## config.mk

```make
export PLATFORM = sky130hd
export DESIGN_NAME = adc_seq_ctrl
export DESIGN_NICKNAME = d
export VERILOG_FILES = /design/src/rtl/adc_seq_ctrl.sv
export SDC_FILE = /design/constraint.sdc
export NUM_CORES = 1
export LEC_CHECK = 0
export ABC_AREA = 1
export CAP_MARGIN = 30
export CORE_MARGIN = 5
export CORE_UTILIZATION = 35
export CTS_CLUSTER_SIZE = 40
export DETAILED_ROUTE_END_ITERATION = 12
export PLACE_DENSITY = 0.64
export SETUP_SLACK_MARGIN = 0.5
export SYNTH_ARGS = -nofsm -noshare
export SYNTH_HDL_FRONTEND = slang
export SYNTH_SLANG_ARGS = --single-unit
```

## constraint.sdc

```tcl
create_clock -name clk -period 2.1 [get_ports clk]
set_clock_uncertainty 0.05 [all_clocks]
set_input_delay 0.525 -clock clk [delete_from_list [all_inputs] [get_ports clk]]
set_output_delay 0.525 -clock clk [all_outputs]
set_load 0.05 [all_outputs]
```

## src/rtl/adc_seq_ctrl.sv

```systemverilog
module adc_seq_ctrl #(
  parameter int NCH = 16,
  parameter int DW = 10,
  parameter int PW = 16,
  parameter int STARTUP = 4,
  localparam int CHW = $clog2(NCH)
) (
  input  logic           clk,
  input  logic           rst_n,
  input  logic           wr_en,
  input  logic [2:0]     wr_addr,
  input  logic [31:0]    wr_data,
  input  logic           rd_en,
  input  logic [2:0]     rd_addr,
  output logic [31:0]    rd_data,
  input  logic           ext_trig,
  input  logic           pen_evt,
  input  logic           periph_evt,
  output logic           conv_start,
  output logic [CHW-1:0] conv_chan,
  input  logic           conv_done,
  input  logic [DW-1:0]  conv_data,
  output logic           adc_sleep,
  output logic           busy,
  output logic           result_ready,
  output logic           dma_req
);
  localparam logic [2:0] A_CTRL = 3'd0, A_CFG = 3'd1, A_SET = 3'd2, A_CLR = 3'd3,
                         A_STAT = 3'd4, A_PER = 3'd5, A_RES = 3'd6;
  localparam int SW = $clog2(STARTUP + 1);

  typedef enum logic [1:0] {S_IDLE, S_WAKE, S_SCAN, S_WAIT} state_t;
  state_t state;

  logic [NCH-1:0] mask, rem, eff_mask, touch_mask;
  logic           sleep_en, touch_en, dma_en;
  logic [2:0]     src;
  logic [1:0]     edge_sel;
  logic [CHW-1:0] tbase, nxt;
  logic [PW-1:0]  period, pcnt;
  logic [SW-1:0]  wcnt;
  logic [2:0]     sync;
  logic [DW-1:0]  res_data;
  logic [CHW-1:0] res_ch;
  logic           res_valid;
  logic           pin_rise, pin_fall, pin_hit, hw_trig, sw_trig;

  assign touch_mask = touch_en ? (NCH'(4'hF) << tbase) : '0;
  assign eff_mask   = mask | touch_mask;
  assign sw_trig    = wr_en && wr_addr == A_CTRL && wr_data[0];
  assign pin_rise   = sync[1] && !sync[2];
  assign pin_fall   = !sync[1] && sync[2];
  assign pin_hit    = edge_sel == 2'd0 ? pin_rise :
                      edge_sel == 2'd1 ? pin_fall : (pin_rise || pin_fall);

  always_comb begin
    case (src)
      3'd1:    hw_trig = pin_hit;
      3'd2:    hw_trig = pen_evt;
      3'd3:    hw_trig = 1'b1;
      3'd4:    hw_trig = pcnt == '0;
      3'd5:    hw_trig = periph_evt;
      default: hw_trig = 1'b0;
    endcase
  end

  always_comb begin
    nxt = '0;
    for (int i = NCH - 1; i >= 0; i--)
      if (rem[i]) nxt = CHW'(i);
  end

  assign busy         = state != S_IDLE;
  assign adc_sleep    = sleep_en && state == S_IDLE;
  assign result_ready = res_valid;

  always_comb begin
    case (rd_addr)
      A_CFG:   rd_data = 32'({tbase, edge_sel, src, dma_en, touch_en, sleep_en});
      A_STAT:  rd_data = 32'(mask);
      A_PER:   rd_data = 32'(period);
      A_RES:   rd_data = {res_valid, 31'(DW'(0)) | 31'({res_ch, res_data})};
      default: rd_data = '0;
    endcase
  end

  always_ff @(posedge clk or negedge rst_n) begin
    if (!rst_n) begin
      state <= S_IDLE; mask <= '0; rem <= '0; sleep_en <= 1'b0; touch_en <= 1'b0;
      dma_en <= 1'b0; src <= '0; edge_sel <= '0; tbase <= '0; period <= '0;
      pcnt <= '0; wcnt <= '0; sync <= '0; res_data <= '0; res_ch <= '0;
      res_valid <= 1'b0; conv_start <= 1'b0; conv_chan <= '0; dma_req <= 1'b0;
    end else begin
      conv_start <= 1'b0;
      dma_req    <= 1'b0;
      sync       <= {sync[1:0], ext_trig};
      if (wr_en) begin
        case (wr_addr)
          A_CFG: begin
            sleep_en <= wr_data[0]; touch_en <= wr_data[1]; dma_en <= wr_data[2];
            src <= wr_data[5:3]; edge_sel <= wr_data[7:6]; tbase <= wr_data[8 +: CHW];
          end
          A_SET:   mask <= mask | wr_data[NCH-1:0];
          A_CLR:   mask <= mask & ~wr_data[NCH-1:0];
          A_PER:   period <= wr_data[PW-1:0];
          default: ;
        endcase
      end
      if (src == 3'd4) pcnt <= (pcnt == '0) ? period : pcnt - 1'b1;
      else             pcnt <= period;
      if (rd_en && rd_addr == A_RES) res_valid <= 1'b0;
      case (state)
        S_IDLE:
          if ((sw_trig || hw_trig) && eff_mask != '0) begin
            rem   <= eff_mask;
            wcnt  <= SW'(STARTUP - 1);
            state <= sleep_en ? S_WAKE : S_SCAN;
          end
        S_WAKE:
          if (wcnt == '0) state <= S_SCAN;
          else            wcnt  <= wcnt - 1'b1;
        S_SCAN:
          if (rem == '0) state <= S_IDLE;
          else begin
            conv_start <= 1'b1;
            conv_chan  <= nxt;
            rem[nxt]   <= 1'b0;
            state      <= S_WAIT;
          end
        S_WAIT:
          if (conv_done) begin
            res_data  <= conv_data;
            res_ch    <= conv_chan;
            res_valid <= 1'b1;
            dma_req   <= dma_en;
            state     <= S_SCAN;
          end
        default: state <= S_IDLE;
      endcase
    end
  end

  AST_START_AWAKE: assert property (@(posedge clk) disable iff (!rst_n)
    conv_start |-> !adc_sleep);
  AST_START_PULSE: assert property (@(posedge clk) disable iff (!rst_n)
    conv_start |=> !conv_start);
  AST_REQ_HAS_RESULT: assert property (@(posedge clk) disable iff (!rst_n)
    dma_req |-> result_ready);
  AST_VALID_FROM_DONE: assert property (@(posedge clk) disable iff (!rst_n)
    $rose(res_valid) |-> $past(conv_done));
  AST_MASK_SET: assert property (@(posedge clk) disable iff (!rst_n)
    (wr_en && wr_addr == A_SET) |=> ((mask & $past(wr_data[NCH-1:0])) == $past(wr_data[NCH-1:0])));
  AST_MASK_CLR: assert property (@(posedge clk) disable iff (!rst_n)
    (wr_en && wr_addr == A_CLR) |=> ((mask & $past(wr_data[NCH-1:0])) == '0));
endmodule

```

==> report_table.html <==
<table>
<tr><th>Metric</th><th>Value</th></tr>
<tr><th colspan="2">Synthesis</th></tr>
<tr><td>Flop and latch count out of synthesis</td><td>105</td></tr>
<tr><td>Average footprint of a synthesized cell</td><td>around 7.6 µm²</td></tr>
<tr><td>Total number of yosys warnings</td><td>0</td></tr>
<tr><td>EDFF count, synth</td><td>0</td></tr>
<tr><td>Yosys top cell area share</td><td>0.465</td></tr>
<tr><td>Count of mapped cells out of synthesis</td><td>around 740</td></tr>
<tr><td>Synth unique cells</td><td>41</td></tr>
<tr><td>Proportion of synthesized chip area in sequential cells</td><td>0.465</td></tr>
<tr><td>Most area-consuming cells after synthesis</td><td>sky130_fd_sc_hd__dfrtp_1, sky130_fd_sc_hd__nand2_1, sky130_fd_sc_hd__inv_1</td></tr>
<tr><td>Fraction of synthesis flops using an asynchronous set or reset pin</td><td>1.00</td></tr>
<tr><td>Commonest register cell after synthesis</td><td>sky130_fd_sc_hd__dfrtp_1</td></tr>
<tr><td>Netlist area before placement</td><td>~0.0056 mm²</td></tr>
<tr><td>Area leader, netlist</td><td>sky130_fd_sc_hd__dfrtp_1</td></tr>
<tr><th colspan="2">Placement</th></tr>
<tr><td>Detail Placement HPWL</td><td>~12000 µm</td></tr>
<tr><td>Worst slack at placement</td><td>-0.567 ns</td></tr>
<tr><td>Global placer's final weighted congestion</td><td>0.877</td></tr>
<tr><td>Count of port buffers added during placement</td><td>between 60 and 70</td></tr>
<tr><th colspan="2">Timing</th></tr>
<tr><td>Worst Hold Slack</td><td>0.0549 ns</td></tr>
<tr><td>Unrepaired setup endpoints after global routing</td><td>true</td></tr>
<tr><td>Final worst path period share</td><td>1.06</td></tr>
<tr><td>Final Critical Period</td><td>between 2 and 2.5 ns</td></tr>
<tr><td>Number of pins with negative max-slew slack in the final report</td><td>0</td></tr>
<tr><td>Setup violation total in the final timing report</td><td>39</td></tr>
<tr><td>Total count of hold-check failures in the final report</td><td>0</td></tr>
<tr><td>Max Freq</td><td>0.448 GHz</td></tr>
<tr><td>Setup ws final</td><td>-0.133 ns</td></tr>
<tr><th colspan="2">Final layout</th></tr>
<tr><td>Ratio of cells with drive above 1 in the final layout</td><td>0.349</td></tr>
<tr><td>Count of inserted antenna diode cells</td><td>0</td></tr>
<tr><td>Area used by multi-input combinational logic</td><td>0.00338 mm²</td></tr>
<tr><td>Leading cell type in the layout, fill and taps excluded</td><td>sky130_fd_sc_hd__nand2_1</td></tr>
<tr><td>Sequential cell area</td><td>around 0.0026 mm²</td></tr>
<tr><td>Most used cells in the layout excluding fill and tap cells</td><td>sky130_fd_sc_hd__nand2_1, sky130_fd_sc_hd__inv_1, sky130_fd_sc_hd__dfrtp_1</td></tr>
<tr><td>Final Util</td><td>0.569</td></tr>
<tr><td>Number of nets in the finished design</td><td>~1000</td></tr>
<tr><td>Fillcell total</td><td>between 1k and 1.5k</td></tr>
<tr><td>Area growth from synthesis to final layout</td><td>60.0%</td></tr>
<tr><th colspan="2">Floorplan</th></tr>
<tr><td>Vertical die dimension</td><td>137 µm</td></tr>
<tr><td>Std-Cell Rows</td><td>46</td></tr>
<tr><td>Initial Utilization</td><td>0.356</td></tr>
<tr><td>Total die area</td><td>around 0.019 mm²</td></tr>
<tr><td>Core region area</td><td>about 0.016 mm²</td></tr>
<tr><td>I/O pin count</td><td>between 90 and 100</td></tr>
<tr><td>Die X-Extent</td><td>137 µm</td></tr>
<tr><th colspan="2">Clocking</th></tr>
<tr><td>Number of hold buffers added after CTS</td><td>0</td></tr>
<tr><td>TritonCTS clock tree</td><td>yes</td></tr>
<tr><td>Max Buffers Root-to-Sink</td><td>2</td></tr>
<tr><td>CTS Root Buffer Type</td><td>sky130_fd_sc_hd__clkbuf_16</td></tr>
<tr><td>Insertion delay of the later-clocked pin in the worst-skew pair</td><td>roughly 0.35 ns</td></tr>
<tr><td>Clock buffers created by TritonCTS</td><td>9</td></tr>
<tr><td>Clock Pin Slew Worst Setup and Hold Paths</td><td>~0.080 ns</td></tr>
<tr><td>Clock sink count</td><td>roughly 110</td></tr>
<tr><td>Depth of the CTS H-tree</td><td>3</td></tr>
<tr><th colspan="2">Worst hold path</th></tr>
<tr><td>Hold crit path type</td><td>input pin to async pin</td></tr>
<tr><th colspan="2">Detailed routing</th></tr>
<tr><td>DR DRC count</td><td>0</td></tr>
<tr><td>Avg WL per Cell</td><td>about 17 µm</td></tr>
<tr><td>Total number of vias</td><td>5625</td></tr>
<tr><td>Post-DRT Antenna Nets</td><td>0</td></tr>
<tr><td>Via-to-Cell Ratio</td><td>between 4 and 5</td></tr>
<tr><td>Detailed-route wire length</td><td>about 19000 µm</td></tr>
<tr><td>DRC violation total after the first TritonRoute iteration</td><td>448</td></tr>
<tr><td>DR pass1 iterations</td><td>7</td></tr>
<tr><th colspan="2">Worst setup path</th></tr>
<tr><td>WS Path Type</td><td>input pin to primary output</td></tr>
<tr><td>Category of the worst setup path launch point</td><td>input pin</td></tr>
<tr><td>Startpoint of the most critical setup path</td><td>rd_addr[0]</td></tr>
<tr><td>Highest net fanout along the worst path</td><td>5</td></tr>
<tr><td>Signal arrival time at the worst endpoint</td><td>approximately 1.7 ns</td></tr>
<tr><td>Critical path data required time</td><td>between 1.5 and 2 ns</td></tr>
<tr><td>Critical path endpoint category</td><td>primary output</td></tr>
<tr><td>Reg-to-reg startpoint</td><td>pcnt[0]$_DFF_PN0_</td></tr>
<tr><th colspan="2">Global route</th></tr>
<tr><td>GRT Resource Usage Total</td><td>0.195</td></tr>
<tr><td>Congestion Overflow GR</td><td>0</td></tr>
<tr><td>Vias in the first global route</td><td>~5.4k</td></tr>
<tr><td>Initial antenna violation count</td><td>0</td></tr>
<tr><td>Maximum number of pins on one net before global-route repair</td><td>45</td></tr>
<tr><td>Wire length of the first global-routing pass</td><td>between 20000 and 30000 µm</td></tr>
<tr><th colspan="2">Run</th></tr>
<tr><td>Max-cap violations</td><td>0</td></tr>
<tr><th colspan="2">Power</th></tr>
<tr><td>Power per Cell Area</td><td>about 1200 mW/mm²</td></tr>
<tr><td>Total Power</td><td>between 0.01 and 0.015 W</td></tr>
<tr><td>Leakage power</td><td>roughly 4.3 nW</td></tr>
<tr><td>Worst supply voltage drop on vdd</td><td>0.509 mV</td></tr>
<tr><th colspan="2">Outcome</th></tr>
<tr><td>Status</td><td>finished with violations</td></tr>
<tr><td>Failing checks</td><td>setup timing</td></tr>
</table>
layout make-up:
cell class | instances | area share
multi-input combinational | 492 | 0.374
clock inverter | 6 | 0.00623
inverter | 128 | 0.0561
sequential | 105 | 0.291
tap | 216 | 0.0299
clock buffer | 10 | 0.0264
timing repair buffer | 175 | 0.216
report_power, final:
| part | total [W] | internal (W) | switching (W) |
|---|---|---|---|
| clock network | 0.00170 | 0.000870 | 0.000825 |
| logic | 0.00621 | 0.00258 | 0.00363 |
| registers | 0.00308 | 0.00262 | 0.000460 |
critical path, stage by stage:
cell,delay (ns)
sky130_fd_sc_hd__buf_8,0.08
sky130_fd_sc_hd__clkinvlp_4,0.10
sky130_fd_sc_hd__buf_12,0.14
sky130_fd_sc_hd__buf_12,0.12
sky130_fd_sc_hd__nand3_4,0.10
sky130_fd_sc_hd__nor2_1,0.08
sky130_fd_sc_hd__a211o_4,0.34
sky130_fd_sc_hd__buf_12,0.16
worst paths after layout:
kind	end	slack [ns]	cells after the start
hold reg to reg	sync[1]$_DFF_PN0_	0.31	0
hold / removal	edge_sel[1]$_DFFE_PN0P_	0.05	1
setup / recovery	rd_data[0]	-0.13	8
max in group asynchronous	res_data[6]$_DFFE_PN0P_	1.34	2
min in group clk	sync[1]$_DFF_PN0_	0.31	0
setup reg to reg	pcnt[9]$_DFF_PN0_	-0.09	12
through the flow:
step           area [µm²]  cells  TNS (ns)
6_report             9040   1132     -2.55
5_1_grt              9040   1132     -6.36
4_1_cts              8350   1105     -1.96
3_5_place_dp         7350   1056    -10.89
3_3_place_gp         7350   1056    -10.31
2_1_floorplan        6080    757         0
repair_timing:
item	CTS	global route
endpoints found under the setup margin	62	99
setup buffers	28	25
cloned	5	2
pin swaps	37	36
gates resized for setup	151	122
cell usage after synthesis, types with 6 or more instances:
| cell | n |
|---|---|
| sky130_fd_sc_hd__o21ai_1 | 6 |
| sky130_fd_sc_hd__nor2_1 | 62 |
| sky130_fd_sc_hd__clkbuf_1 | 17 |
| sky130_fd_sc_hd__o22ai_1 | 12 |
| sky130_fd_sc_hd__nand4_1 | 12 |
| sky130_fd_sc_hd__inv_1 | 123 |
| sky130_fd_sc_hd__nor3_1 | 8 |
| sky130_fd_sc_hd__ha_1 | 8 |
| sky130_fd_sc_hd__xnor2_1 | 6 |
| sky130_fd_sc_hd__dfrtp_1 | 105 |
| sky130_fd_sc_hd__nand3_1 | 25 |
| sky130_fd_sc_hd__buf_4 | 15 |
| sky130_fd_sc_hd__o21ai_0 | 79 |
| sky130_fd_sc_hd__a21oi_1 | 20 |
| sky130_fd_sc_hd__nand2_1 | 189 |
| sky130_fd_sc_hd__a211o_1 | 7 |
| sky130_fd_sc_hd__o221ai_1 | 8 |
logic make-up (layout without fill, tap and decap cells):
| group | after synthesis | after routing | synth area share |
|---|---|---|---|
| multiplexers | 2 | 2 | 0.00377 |
| AO/OA/AOI/OAI | 140 | 140 | 0.141 |
| adder cells (fa/ha/maj) | 8 | 8 | 0.0177 |
| other | 1 | 15 | 0.000664 |
| XOR/XNOR | 11 | 11 | 0.0171 |
| buffers and inverters | 162 | 319 | 0.119 |
| flip-flops | 105 | 105 | 0.465 |
| AND/OR/NAND/NOR | 314 | 316 | 0.236 |
metal layers:
metal | global-route usage | part of all wire | vias to the layer above
li1 | - | - | 2698
met1 | 0.271 | 0.45 | 2686
met2 | 0.295 | 0.46 | 205
met3 | 0.0449 | 0.064 | 36
met4 | 0.0721 | 0.030 | 0
met5 | 0 | 0 | -
No activity file was read; power rests on OpenSTA's default activity.
